<file path="config.mk">
export PLATFORM = sky130hd
export DESIGN_NAME = audio_rx_slave
export DESIGN_NICKNAME = d
export VERILOG_FILES = /design/src/rtl/arx_pkg.sv /design/src/rtl/arx_sync.sv /design/src/rtl/arx_deser.sv /design/src/rtl/arx_frame_out.sv /design/src/rtl/audio_rx_slave.sv
export SDC_FILE = /design/constraint.sdc
export NUM_CORES = 1
export LEC_CHECK = 0
export ABC_AREA = 0
export BUFFER_PORTS_ARGS = -buffer_cell sky130_fd_sc_hd__buf_4
export CAP_MARGIN = 25
export CELL_PAD_IN_SITES_DETAIL_PLACEMENT = 1
export CELL_PAD_IN_SITES_GLOBAL_PLACEMENT = 2
export CORE_MARGIN = 2
export CORE_UTILIZATION = 32
export DETAILED_ROUTE_END_ITERATION = 12
export GPL_ROUTABILITY_DRIVEN = 0
export PLACE_DENSITY_LB_ADDON = 0.12
export SKIP_CTS_REPAIR_TIMING = 1
export SLEW_MARGIN = 20
export SYNTH_ARGS = -nofsm -noshare
export SYNTH_HDL_FRONTEND = slang
export SYNTH_SLANG_ARGS = --single-unit
</file>
<file path="constraint.sdc">
create_clock -name clk -period 2 [get_ports clk]
set_input_delay 0.3 -clock clk [delete_from_list [all_inputs] [get_ports clk]]
set_output_delay 0.3 -clock clk [all_outputs]
set_load 0.01 [all_outputs]
</file>
<file path="src/rtl/arx_pkg.sv">
// Package: shared format codes, alignment kinds and the format decoder
// for the serial audio receiver. Assumes a 3-bit format code.
package arx_pkg;

    localparam logic [2:0] FMT_RJ16 = 3'd0;
    localparam logic [2:0] FMT_RJ20 = 3'd1;
    localparam logic [2:0] FMT_LJ20 = 3'd2;
    localparam logic [2:0] FMT_DLY  = 3'd3;
    localparam logic [2:0] FMT_RJ24 = 3'd4;

    typedef enum logic [1:0] {
        ALIGN_NONE,   // unused code: no capture
        ALIGN_RIGHT,  // word ends at the word-select transition
        ALIGN_LEFT,   // word starts at the word-select transition
        ALIGN_DELAY   // word starts one bit clock after the transition
    } arx_align_e;

    typedef struct packed {
        arx_align_e align;
        logic [4:0] len;   // word length in bits
    } arx_cfg_t;

    // Translate the latched format code into alignment and word length.
    function automatic arx_cfg_t decode_fmt(input logic [2:0] code);
        arx_cfg_t c;
        case (code)
            FMT_RJ16: c = '{align: ALIGN_RIGHT, len: 5'd16};
            FMT_RJ20: c = '{align: ALIGN_RIGHT, len: 5'd20};
            FMT_LJ20: c = '{align: ALIGN_LEFT,  len: 5'd20};
            FMT_DLY:  c = '{align: ALIGN_DELAY, len: 5'd20};
            FMT_RJ24: c = '{align: ALIGN_RIGHT, len: 5'd24};
            default:  c = '{align: ALIGN_NONE,  len: 5'd16};
        endcase
        return c;
    endfunction

endpackage

</file>
<file path="src/rtl/arx_sync.sv">
// Module: arx_sync
// Brings the three serial lines into the system-clock domain and flags
// bit-clock rising edges. All lines pass through the same number of
// stages, so ws_s and sd_s line up with sck_rise.
// Assumes each bit-clock phase lasts longer than one system-clock cycle.
module arx_sync #(
    parameter int STAGES = 2
) (
    input  logic clk,
    input  logic rst_n,
    input  logic clr,
    input  logic sck,
    input  logic ws,
    input  logic sd,
    output logic sck_rise,
    output logic ws_s,
    output logic sd_s
);
    logic [STAGES-1:0] sck_p, ws_p, sd_p;
    logic              sck_last;

    // Shift the serial lines through the synchronizer chains.
    always_ff @(posedge clk) begin
        if (!rst_n || clr) begin
            sck_p    <= '0;
            ws_p     <= '0;
            sd_p     <= '0;
            sck_last <= 1'b0;
        end else begin
            sck_p    <= {sck_p[STAGES-2:0], sck};
            ws_p     <= {ws_p[STAGES-2:0], ws};
            sd_p     <= {sd_p[STAGES-2:0], sd};
            sck_last <= sck_p[STAGES-1];
        end
    end

    assign sck_rise = sck_p[STAGES-1] & ~sck_last;
    assign ws_s     = ws_p[STAGES-1];
    assign sd_s     = sd_p[STAGES-1];
endmodule

</file>
<file path="src/rtl/arx_deser.sv">
// Module: arx_deser
// Shifts in one data bit per bit-clock rising edge, tracks the half-frame
// boundary and captures words according to the decoded format. The
// delayed format is handled by using the word select of the previous bit
// clock as the effective boundary. Captured words are sign-extended.
// Assumes cfg is held while clr is low.
module arx_deser
    import arx_pkg::*;
#(
    parameter int OUT_W = 24,
    parameter int CNT_W = 7
) (
    input  logic             clk,
    input  logic             rst_n,
    input  logic             clr,
    input  arx_cfg_t         cfg,
    input  logic             sck_rise,
    input  logic             ws_s,
    input  logic             sd_s,
    output logic             cap_valid,
    output logic             cap_left,
    output logic [OUT_W-1:0] cap_data
);
    localparam logic [CNT_W-1:0] SHORT_HALF = CNT_W'(16);

    logic [OUT_W-1:0] shreg, shifted, raw;
    logic [CNT_W-1:0] cnt, cnt_next;
    logic [1:0]       hist;
    logic             ch_ws, ws_last, armed;
    logic             eff_ws, eff_edge, is_dly, edge_cap, mid_cap, half_left;
    logic [4:0]       len;

    // Sign-extend the low len bits of raw to the full output width.
    function automatic logic [OUT_W-1:0] sext(input logic [OUT_W-1:0] r,
                                              input logic [4:0] n);
        logic [OUT_W-1:0] o;
        for (int i = 0; i < OUT_W; i++)
            o[i] = (i < int'(n)) ? r[i] : r[n - 5'd1];
        return o;
    endfunction

    // Boundary detection, bit counting and capture decision.
    always_comb begin
        is_dly    = (cfg.align == ALIGN_DELAY);
        eff_ws    = is_dly ? ws_last : ws_s;
        eff_edge  = (hist == 2'd2) && (eff_ws != ch_ws);
        cnt_next  = eff_edge ? CNT_W'(1) : ((&cnt) ? cnt : cnt + CNT_W'(1));
        shifted   = {shreg[OUT_W-2:0], sd_s};
        edge_cap  = eff_edge && armed &&
                    ((cfg.align == ALIGN_RIGHT) || (is_dly && cnt == SHORT_HALF));
        mid_cap   = !eff_edge && armed &&
                    ((cfg.align == ALIGN_LEFT) || is_dly) &&
                    (cnt_next == CNT_W'(cfg.len));
        raw       = edge_cap ? shreg : shifted;
        len       = (edge_cap && is_dly) ? 5'd16 : cfg.len;
        half_left = is_dly ? ~ch_ws : ch_ws;
    end

    // Update serial state on each bit-clock rising edge and emit captures.
    always_ff @(posedge clk) begin
        if (!rst_n || clr) begin
            shreg     <= '0;
            cnt       <= '0;
            hist      <= 2'd0;
            ch_ws     <= 1'b0;
            ws_last   <= 1'b0;
            armed     <= 1'b0;
            cap_valid <= 1'b0;
            cap_left  <= 1'b0;
            cap_data  <= '0;
        end else begin
            cap_valid <= 1'b0;
            if (sck_rise) begin
                shreg   <= shifted;
                cnt     <= cnt_next;
                ch_ws   <= eff_ws;
                ws_last <= ws_s;
                if (hist != 2'd2) hist <= hist + 2'd1;
                if (eff_edge) armed <= 1'b1;
                if (edge_cap || mid_cap) begin
                    cap_valid <= 1'b1;
                    cap_left  <= half_left;
                    cap_data  <= sext(raw, len);
                end
            end
        end
    end
endmodule

</file>
<file path="src/rtl/arx_frame_out.sv">
// Module: arx_frame_out
// Holds a captured left word until the matching right word arrives.
// Then it updates both outputs together and pulses frame_valid.
// Assumes captures arrive at least two cycles apart.
module arx_frame_out #(
    parameter int OUT_W = 24
) (
    input  logic             clk,
    input  logic             rst_n,
    input  logic             clr,
    input  logic             cap_valid,
    input  logic             cap_left,
    input  logic [OUT_W-1:0] cap_data,
    output logic [OUT_W-1:0] left_out,
    output logic [OUT_W-1:0] right_out,
    output logic             frame_valid
);
    logic [OUT_W-1:0] left_hold;
    logic             left_ok;

    // Pair left and right words and publish them as one frame.
    always_ff @(posedge clk) begin
        if (!rst_n || clr) begin
            left_hold   <= '0;
            left_ok     <= 1'b0;
            left_out    <= '0;
            right_out   <= '0;
            frame_valid <= 1'b0;
        end else begin
            frame_valid <= 1'b0;
            if (cap_valid && cap_left) begin
                left_hold <= cap_data;
                left_ok   <= 1'b1;
            end else if (cap_valid && left_ok) begin
                left_out    <= left_hold;
                right_out   <= cap_data;
                frame_valid <= 1'b1;
                left_ok     <= 1'b0;
            end
        end
    end
endmodule

</file>
<file path="src/rtl/audio_rx_slave.sv">
// Module: audio_rx_slave (top)
// Slave-only multi-format serial audio receiver. It latches the format
// code during power-down and chains the synchronizer, the deserializer
// and the frame output stage.
// Assumes sck is much slower than clk; OUT_W must be at least 24.
module audio_rx_slave
    import arx_pkg::*;
#(
    parameter int SYNC_STAGES = 2,
    parameter int OUT_W       = 24,
    parameter int CNT_W       = 7
) (
    input  logic             clk,
    input  logic             rst_n,
    input  logic             pwr_dn,
    input  logic [2:0]       fmt_sel,
    input  logic             sck,
    input  logic             ws,
    input  logic             sd,
    output logic [OUT_W-1:0] left_out,
    output logic [OUT_W-1:0] right_out,
    output logic             frame_valid
);
    logic [2:0]       fmt_q;
    arx_cfg_t         cfg;
    logic             sck_rise, ws_s, sd_s;
    logic             cap_valid, cap_left;
    logic [OUT_W-1:0] cap_data;

    // Load the format code only while powered down.
    always_ff @(posedge clk) begin
        if (!rst_n)      fmt_q <= 3'd0;
        else if (pwr_dn) fmt_q <= fmt_sel;
    end

    assign cfg = decode_fmt(fmt_q);

    arx_sync #(.STAGES(SYNC_STAGES)) u_sync (
        .clk(clk), .rst_n(rst_n), .clr(pwr_dn),
        .sck(sck), .ws(ws), .sd(sd),
        .sck_rise(sck_rise), .ws_s(ws_s), .sd_s(sd_s)
    );

    arx_deser #(.OUT_W(OUT_W), .CNT_W(CNT_W)) u_deser (
        .clk(clk), .rst_n(rst_n), .clr(pwr_dn), .cfg(cfg),
        .sck_rise(sck_rise), .ws_s(ws_s), .sd_s(sd_s),
        .cap_valid(cap_valid), .cap_left(cap_left), .cap_data(cap_data)
    );

    arx_frame_out #(.OUT_W(OUT_W)) u_out (
        .clk(clk), .rst_n(rst_n), .clr(pwr_dn),
        .cap_valid(cap_valid), .cap_left(cap_left), .cap_data(cap_data),
        .left_out(left_out), .right_out(right_out), .frame_valid(frame_valid)
    );
endmodule

</file>
### Yosys cells after proc, flatten, opt, wreduce, memory -nomap -nowiden

Cells that the tools add are included.

| operators by class | value |
|---|---|
| muxes and demuxes | 37 |
| reduce and logical (&&, ||, !) cells | 25 |
| multipliers | 0 |
| order comparisons | 25 |
| equal/unequal tests | 12 |
| bitwise gates (word level) | 5 |
| div/mod/pow operators | 0 |
| $add $sub $neg | 3 |
| shift-type cells | 0 |

Operators with widths:

| cell | count |
|---|---|
| 4-bit by 5-bit less-than comparator with 1-bit output, first input constant | 8 |
| 5-bit less-than comparator, first input constant | 8 |
| 7-bit case mux with 5 select lines | 1 |
| 1-bit 2-to-1 mux | 31 |
| 24-bit 2-to-1 mux | 1 |
| 3-bit by 5-bit less-than comparator with 1-bit output, first input constant | 4 |
| 7-bit 2-to-1 mux | 2 |
| 1-bit logical AND | 10 |
| 1-bit by 5-bit less-than comparator with 1-bit output, first input constant | 2 |
| 2-bit by 5-bit less-than comparator with 1-bit output, first input constant | 2 |
| 2-bit AND reduction | 4 |
| 7-bit by 1-bit adder with 7-bit output, second input constant | 1 |
| 7-bit by 5-bit equality test with 1-bit output | 1 |
| 7-bit by 5-bit equality test with 1-bit output, second input constant | 1 |
| 7-bit AND reduction | 1 |
| 2-bit equality test, second input constant | 3 |
| 3-bit by 2-bit equality test with 1-bit output, second input constant | 2 |
| 5-bit by 6-bit less-than comparator with 1-bit output, second input constant | 1 |
| 1-bit binary-select mux with 5-bit select | 1 |
| 5-bit 2-to-1 mux | 1 |
| 5-bit by 1-bit subtractor with 5-bit output, second input constant | 1 |
| 1-bit logical OR | 4 |
| 1-bit NOT | 4 |
| 2-bit OR reduction | 2 |
| other kinds (10) | 11 |

| storage, ports and cells | value |
|---|---|
| register bits | 146 |
| ROM bits | 0 |
| memory bits (writable) | 0 |
| bits of input ports | 9 |
| bits in latches | 0 |
| memories | 0 |

### Longest topological paths before layout

| depth | value |
|---|---|
| word-level depth | 14 |
| gate-level depth with buffers | 13 |
| mapped depth without buffers | 13 |

### By module

From an unflattened synthesis, not the netlist that was laid out.

| unflattened totals | value |
|---|---|
| cells, all modules | 921 |
| area, all modules | 8,081.5 um^2 |

By module, submodules not included:

| module | cells each | sequential area each (um^2) | times used | area each (um^2) |
|---|---|---|---|---|
| arx_deser | 555 | 1,241.2 | 1 | 4,346.7 |
| arx_frame_out | 335 | 1,481.4 | 1 | 3,380.7 |
| arx_sync | 15 | 140.1 | 1 | 207.7 |
| audio_rx_slave | 16 | 60.1 | 1 | 146.4 |

### Worst setup path before layout

Ideal clock, no wire load.

| path | value |
|---|---|
| kind | register to register |
| start | register u_deser.cnt[0] |
| end | register u_deser.cap_data[11] |
| buffers on the path | 2 |
| slack | -0.179 ns |
| data required time | 1.854 ns |
| cell stages (with the launch flop) | 11 |
| period minus slack after synthesis | 2.179 ns |
| setup time | 0.146 ns |
| arrival | 2.033 ns |
| path through | dfxtp_1 > ha_1 > buf_2 > nand3_1 > xnor2_1 > nand4_1 > a211o_1 > o211a_2 > nor2_4 > buf_4 > a211oi_2 |

| on the way | value |
|---|---|
| word-level cells in the longest chain between the ends | 10 |
| elaborated cells between the ends (all ways) | 20 |

RTL lines:

| what | RTL line | RTL |
|---|---|---|
| start, declared | arx_deser.sv:27 | `logic [CNT_W-1:0] cnt, cnt_next;` |
| start signal, assigned | arx_deser.sv:75 | `cnt <= cnt_next;` |
| 7-bit by 5-bit equality test with 1-bit output | arx_deser.sv:50 | `((cfg.align == ALIGN_RIGHT) \|\| (is_dly && cnt == SHORT_HALF));` |
| 1-bit logical AND | arx_deser.sv:50 |  |
| 1-bit logical OR | arx_deser.sv:50 |  |
| 1-bit logical AND | arx_deser.sv:49 | `edge_cap = eff_edge && armed &&` |
| 1-bit logical AND | arx_deser.sv:55 | `len = (edge_cap && is_dly) ? 5'd16 : cfg.len;` |
| 5-bit 2-to-1 mux | arx_deser.sv:55 |  |
| 5-bit by 1-bit subtractor with 5-bit output | arx_deser.sv:38 | `o[i] = (i < int'(n)) ? r[i] : r[n - 5'd1];` |
| 1-bit binary-select mux with 5-bit select | arx_deser.sv:38 |  |
| 1-bit 2-to-1 mux (not written as such) | arx_deser.sv:38 |  |
| 1-bit 2-to-1 mux | arx_deser.sv:38 |  |
| end signal, assigned | arx_deser.sv:83 | `cap_data <= sext(raw, len);` |
| end, declared | arx_deser.sv:22 | `output logic [OUT_W-1:0] cap_data` |

Several ways; a longest one is shown, not always the timed one. The select of a mux whose other input is x is not followed.
A chain may end at the register's enable or synchronous reset.

### Worst setup path in the final report

| path | value |
|---|---|
| start | register u_deser.cnt[1] |
| end | register u_deser.cap_data[10] |

Same word-level chain as after synthesis.

==> metrics.log <==
INFO  metric drt.antenna.violating_nets = 0
INFO  metric clk_latency = 0.42 ns
INFO  metric yosys.area.top_type_share = 0.477
INFO  metric grt_pass1_wl = 26600 um
INFO  metric arrival = 2.54 ns
INFO  metric placementRows = 50
INFO  metric die_height = 142 um
INFO  metric mappedNetlistNets = 732
INFO  metric synth_seq_cells = 146
INFO  metric crit_path_max_fanout = 7
INFO  metric synth-async-reset-ratio = 0
INFO  metric io_pins = 58
INFO  metric cap_viol_max_count = 0
INFO  metric cts_htree_levels = 4
INFO  metric finalNonFillerCells = 1048
INFO  metric fin_worst_hold_slack = 0.0795 ns
INFO  metric avgRoutedWirePerCell = 15.3 um
INFO  metric synthCells = 719
INFO  metric yosys_most_used_dff = dfxtp_1
INFO  metric timing.setup.tns = -3.88 ns
INFO  metric final_period_minus_worst_setup_slack = 2.20 ns
INFO  metric grt_antenna_before_repair = 0
INFO  metric fmaxAchievable = 0.455 GHz
INFO  metric placeableCoreArea = 18800 um^2
INFO  metric start_kind = register
INFO  metric final_area = 8000 um^2
INFO  metric tcrit_tclk_final = 1.10
INFO  metric area_growth = 30.5%
INFO  metric synthesized_area_divided_by_synthesized_cell_count = 8.53 um^2
INFO  metric die-area = 20300 um^2
INFO  metric dp.cells = 1013
INFO  metric share_of_cells_above_drive_strength_1 = 0.297
INFO  metric drt_first_pass_iters = 6
INFO  metric power_leakage = 2.82 nW
INFO  metric critPathCaptureType = register
INFO  metric grt_pass1_vias = 5231
INFO  metric placedInstanceArea = 7140 um^2
INFO  metric place_worst_setup_slack = -0.243 ns
INFO  metric grt_setup_unrepaired = yes
INFO  metric dp.final_hpwl = 10800 um
INFO  metric netlist-cell-type-count = 54
INFO  metric failed_checks = negative setup slack
INFO  metric drt_drc_violations_left = 0
INFO  metric power.total = 6.09 mW
INFO  metric postRouteWirelength = 16000 um
INFO  metric grt_max_degree = 66
INFO  metric cts.path.max_buffers = 2
INFO  metric synthDominantAreaCellType = dfxtp_1
INFO  metric yosysSeqAreaShare = 0.477
INFO  metric clock_tree_from_tritoncts = yes
INFO  metric numCtsBuffers = 17
INFO  metric clock_skew = 0.00672 ns
INFO  metric avg_vias_per_cell = 4.95
INFO  metric setup_viol_count_final = 25
INFO  metric synth_edf_count = 0
INFO  metric io_buffer_count = 57
INFO  metric max-vdd-ir-drop = 0.000545 V
INFO  metric detailroute.via_count = 5183
INFO  metric layout.filler_cells = 2177
INFO  metric root_buffer = clkbuf_16
INFO  metric max-slew-margin-rel = 0.658
INFO  metric power.density = 761 nW/um^2
INFO  metric fin_nets = 815
INFO  metric hold_path_class = primary input to register
INFO  metric timing.critical_path.required = 2.34 ns
INFO  metric grt_remaining_overflow = 0
INFO  metric fp.dieW = 142 um
INFO  metric antennaDiodeCount = 0
INFO  metric cts.reportedPaths.clkPinSlew = 0.06 ns
INFO  metric number_of_hold_violations_in_the_final_report = 0
INFO  metric synthesis.area = 6130 um^2
INFO  metric timing.setup.critical_path_class = register to register
INFO  metric run_status = finished, violations left
INFO  metric area_contributors_post_synth = dfxtp_1, nand2_1, a21oi_1
INFO  metric grt.total_usage = 0.164
INFO  metric layout_setup_ws = -0.198 ns
INFO  metric drt_iter0_drc = 158
INFO  metric yosysWarningCount = 0
INFO  metric start_util = 0.327
INFO  metric cts.sink_count = 146
INFO  metric worst-slew-pin-transition = 0.513 ns
INFO  metric finalCoreUtilization = 0.426
INFO  metric maxSlewViolCount = 0
## path summary, 6_finish.rpt
path | from | end | slack [ns] | cells after the start
max | u_deser.cnt[1] | u_deser.cap_data[10] | -0.20 | 10
min | ws | u_sync.ws_p[0] | 0.08 | 2
max reg2reg | u_deser.cnt[1] | u_deser.cap_data[10] | -0.20 | 10
min reg2reg | u_sync.sd_p[0] | u_sync.sd_p[1] | 0.43 | 1
## layout by cell type, fill, tap and decap left out, types with 3 or more instances in the layout
cell        synthesis  final
nand3b_1            4      4
and2_1              9      9
buf_12              0      7
inv_6               0      5
a21oi_1           116    106
clkbuf_16           0     19
nand2_2             0      3
mux2i_1            32     32
nand2_1           216    212
nor3_1              5      4
buf_4               6    109
nor2b_1             8      5
a21oi_2            10     14
o21ai_1             5      4
clkinv_4            0      3
nor2_1             19     19
o21ai_0             7      7
a211oi_1            5      5
a21oi_4             0      6
clkinvlp_4          0      4
inv_2               0      3
dfxtp_4             0      3
nand3_1             8      7
a211oi_2           21     21
dfxtp_2             0      8
ha_4                0      3
dfxtp_1           146    135
## flip-flops by register name, summed over array words and instances, names as in the netlist
name	cells
u_sync.sck_p	2
u_sync.ws_p	2
u_deser.ws_last	1
u_deser.hist	2
u_deser.cnt	7
u_deser.cap_left	1
u_deser.armed	1
u_out.left_hold	24
u_deser.cap_valid	1
u_out.frame_valid	1
u_deser.ch_ws	1
u_out.left_ok	1
u_deser.shreg	24
u_sync.sck_last	1
u_deser.cap_data	24
u_sync.sd_p	2
fmt_q	3
u_out.right_out	24
u_out.left_out	24
## synth_stat cells (2+ instances only)
| cell | number |
|---|---|
| dfxtp_1 | 146 |
| xnor2_1 | 3 |
| a211oi_1 | 5 |
| nand4_1 | 2 |
| nor2_1 | 19 |
| buf_1 | 4 |
| xor2_1 | 2 |
| and3b_1 | 2 |
| a21oi_2 | 10 |
| nand3_1 | 8 |
| o2111ai_1 | 4 |
| buf_2 | 5 |
| nand2_1 | 216 |
| nand3b_1 | 4 |
| buf_6 | 3 |
| inv_1 | 5 |
| a21oi_1 | 116 |
| a211oi_2 | 21 |
| o21ai_1 | 5 |
| clkbuf_1 | 36 |
| a31oi_1 | 2 |
| ha_1 | 4 |
| buf_4 | 6 |
| a311oi_1 | 2 |
| nand2b_1 | 3 |
| nor3_1 | 5 |
| nor2b_1 | 8 |
| nor2_4 | 2 |
| o21ai_0 | 7 |
| and2_1 | 9 |
| mux2i_1 | 32 |
## layer usage
metal	wire, um	GRT usage	vias up
met5	0	0	-
met4	355	0.0672	0
met3	380	0.0306	23
met2	7460	0.265	61
met1	7800	0.216	2485
li1	-	-	2614
## where the power goes
group	internal, mW	leakage (nW)	switching [mW]
combinational	0.0787	1.38	0.120
clock	1.62	0.257	1.35
sequential	2.91	1.18	0.00764
## layout make-up
| cell class | instances | area, um^2 | share of cell area |
|---|---|---|---|
| Tap cell | 234 | 293 | 0.0366 |
| Inverter | 5 | 18.8 | 0.00235 |
| Multi-Input combinational cell | 513 | 3180 | 0.397 |
| Clock buffer | 17 | 425 | 0.0532 |
| Clock inverter | 14 | 123 | 0.0153 |
| Sequential cell | 146 | 2940 | 0.368 |
| Timing Repair Buffer | 119 | 1020 | 0.127 |
## worst max-delay path: stages, from the launching register on
cell	delay (ns)
dfxtp_4	0.38
inv_2	0.05
ha_4	0.24
nor3_4	0.18
nand4_1	0.13
a2111o_1	0.47
o211ai_4	0.11
buf_12	0.16
clkbuf_16	0.17
a21oi_2	0.07
a211oi_2	0.16
## logic make-up after synthesis
logic type               synth area share
multiplexers                       0.0559
AO/OA/AOI/OAI                       0.200
XOR/XNOR                          0.00714
AND/OR/NAND/NOR                     0.205
buffers and inverters              0.0469
flip-flops                          0.477
adder cells (fa/ha/maj)           0.00816
(Power assumes the default switching activity.)
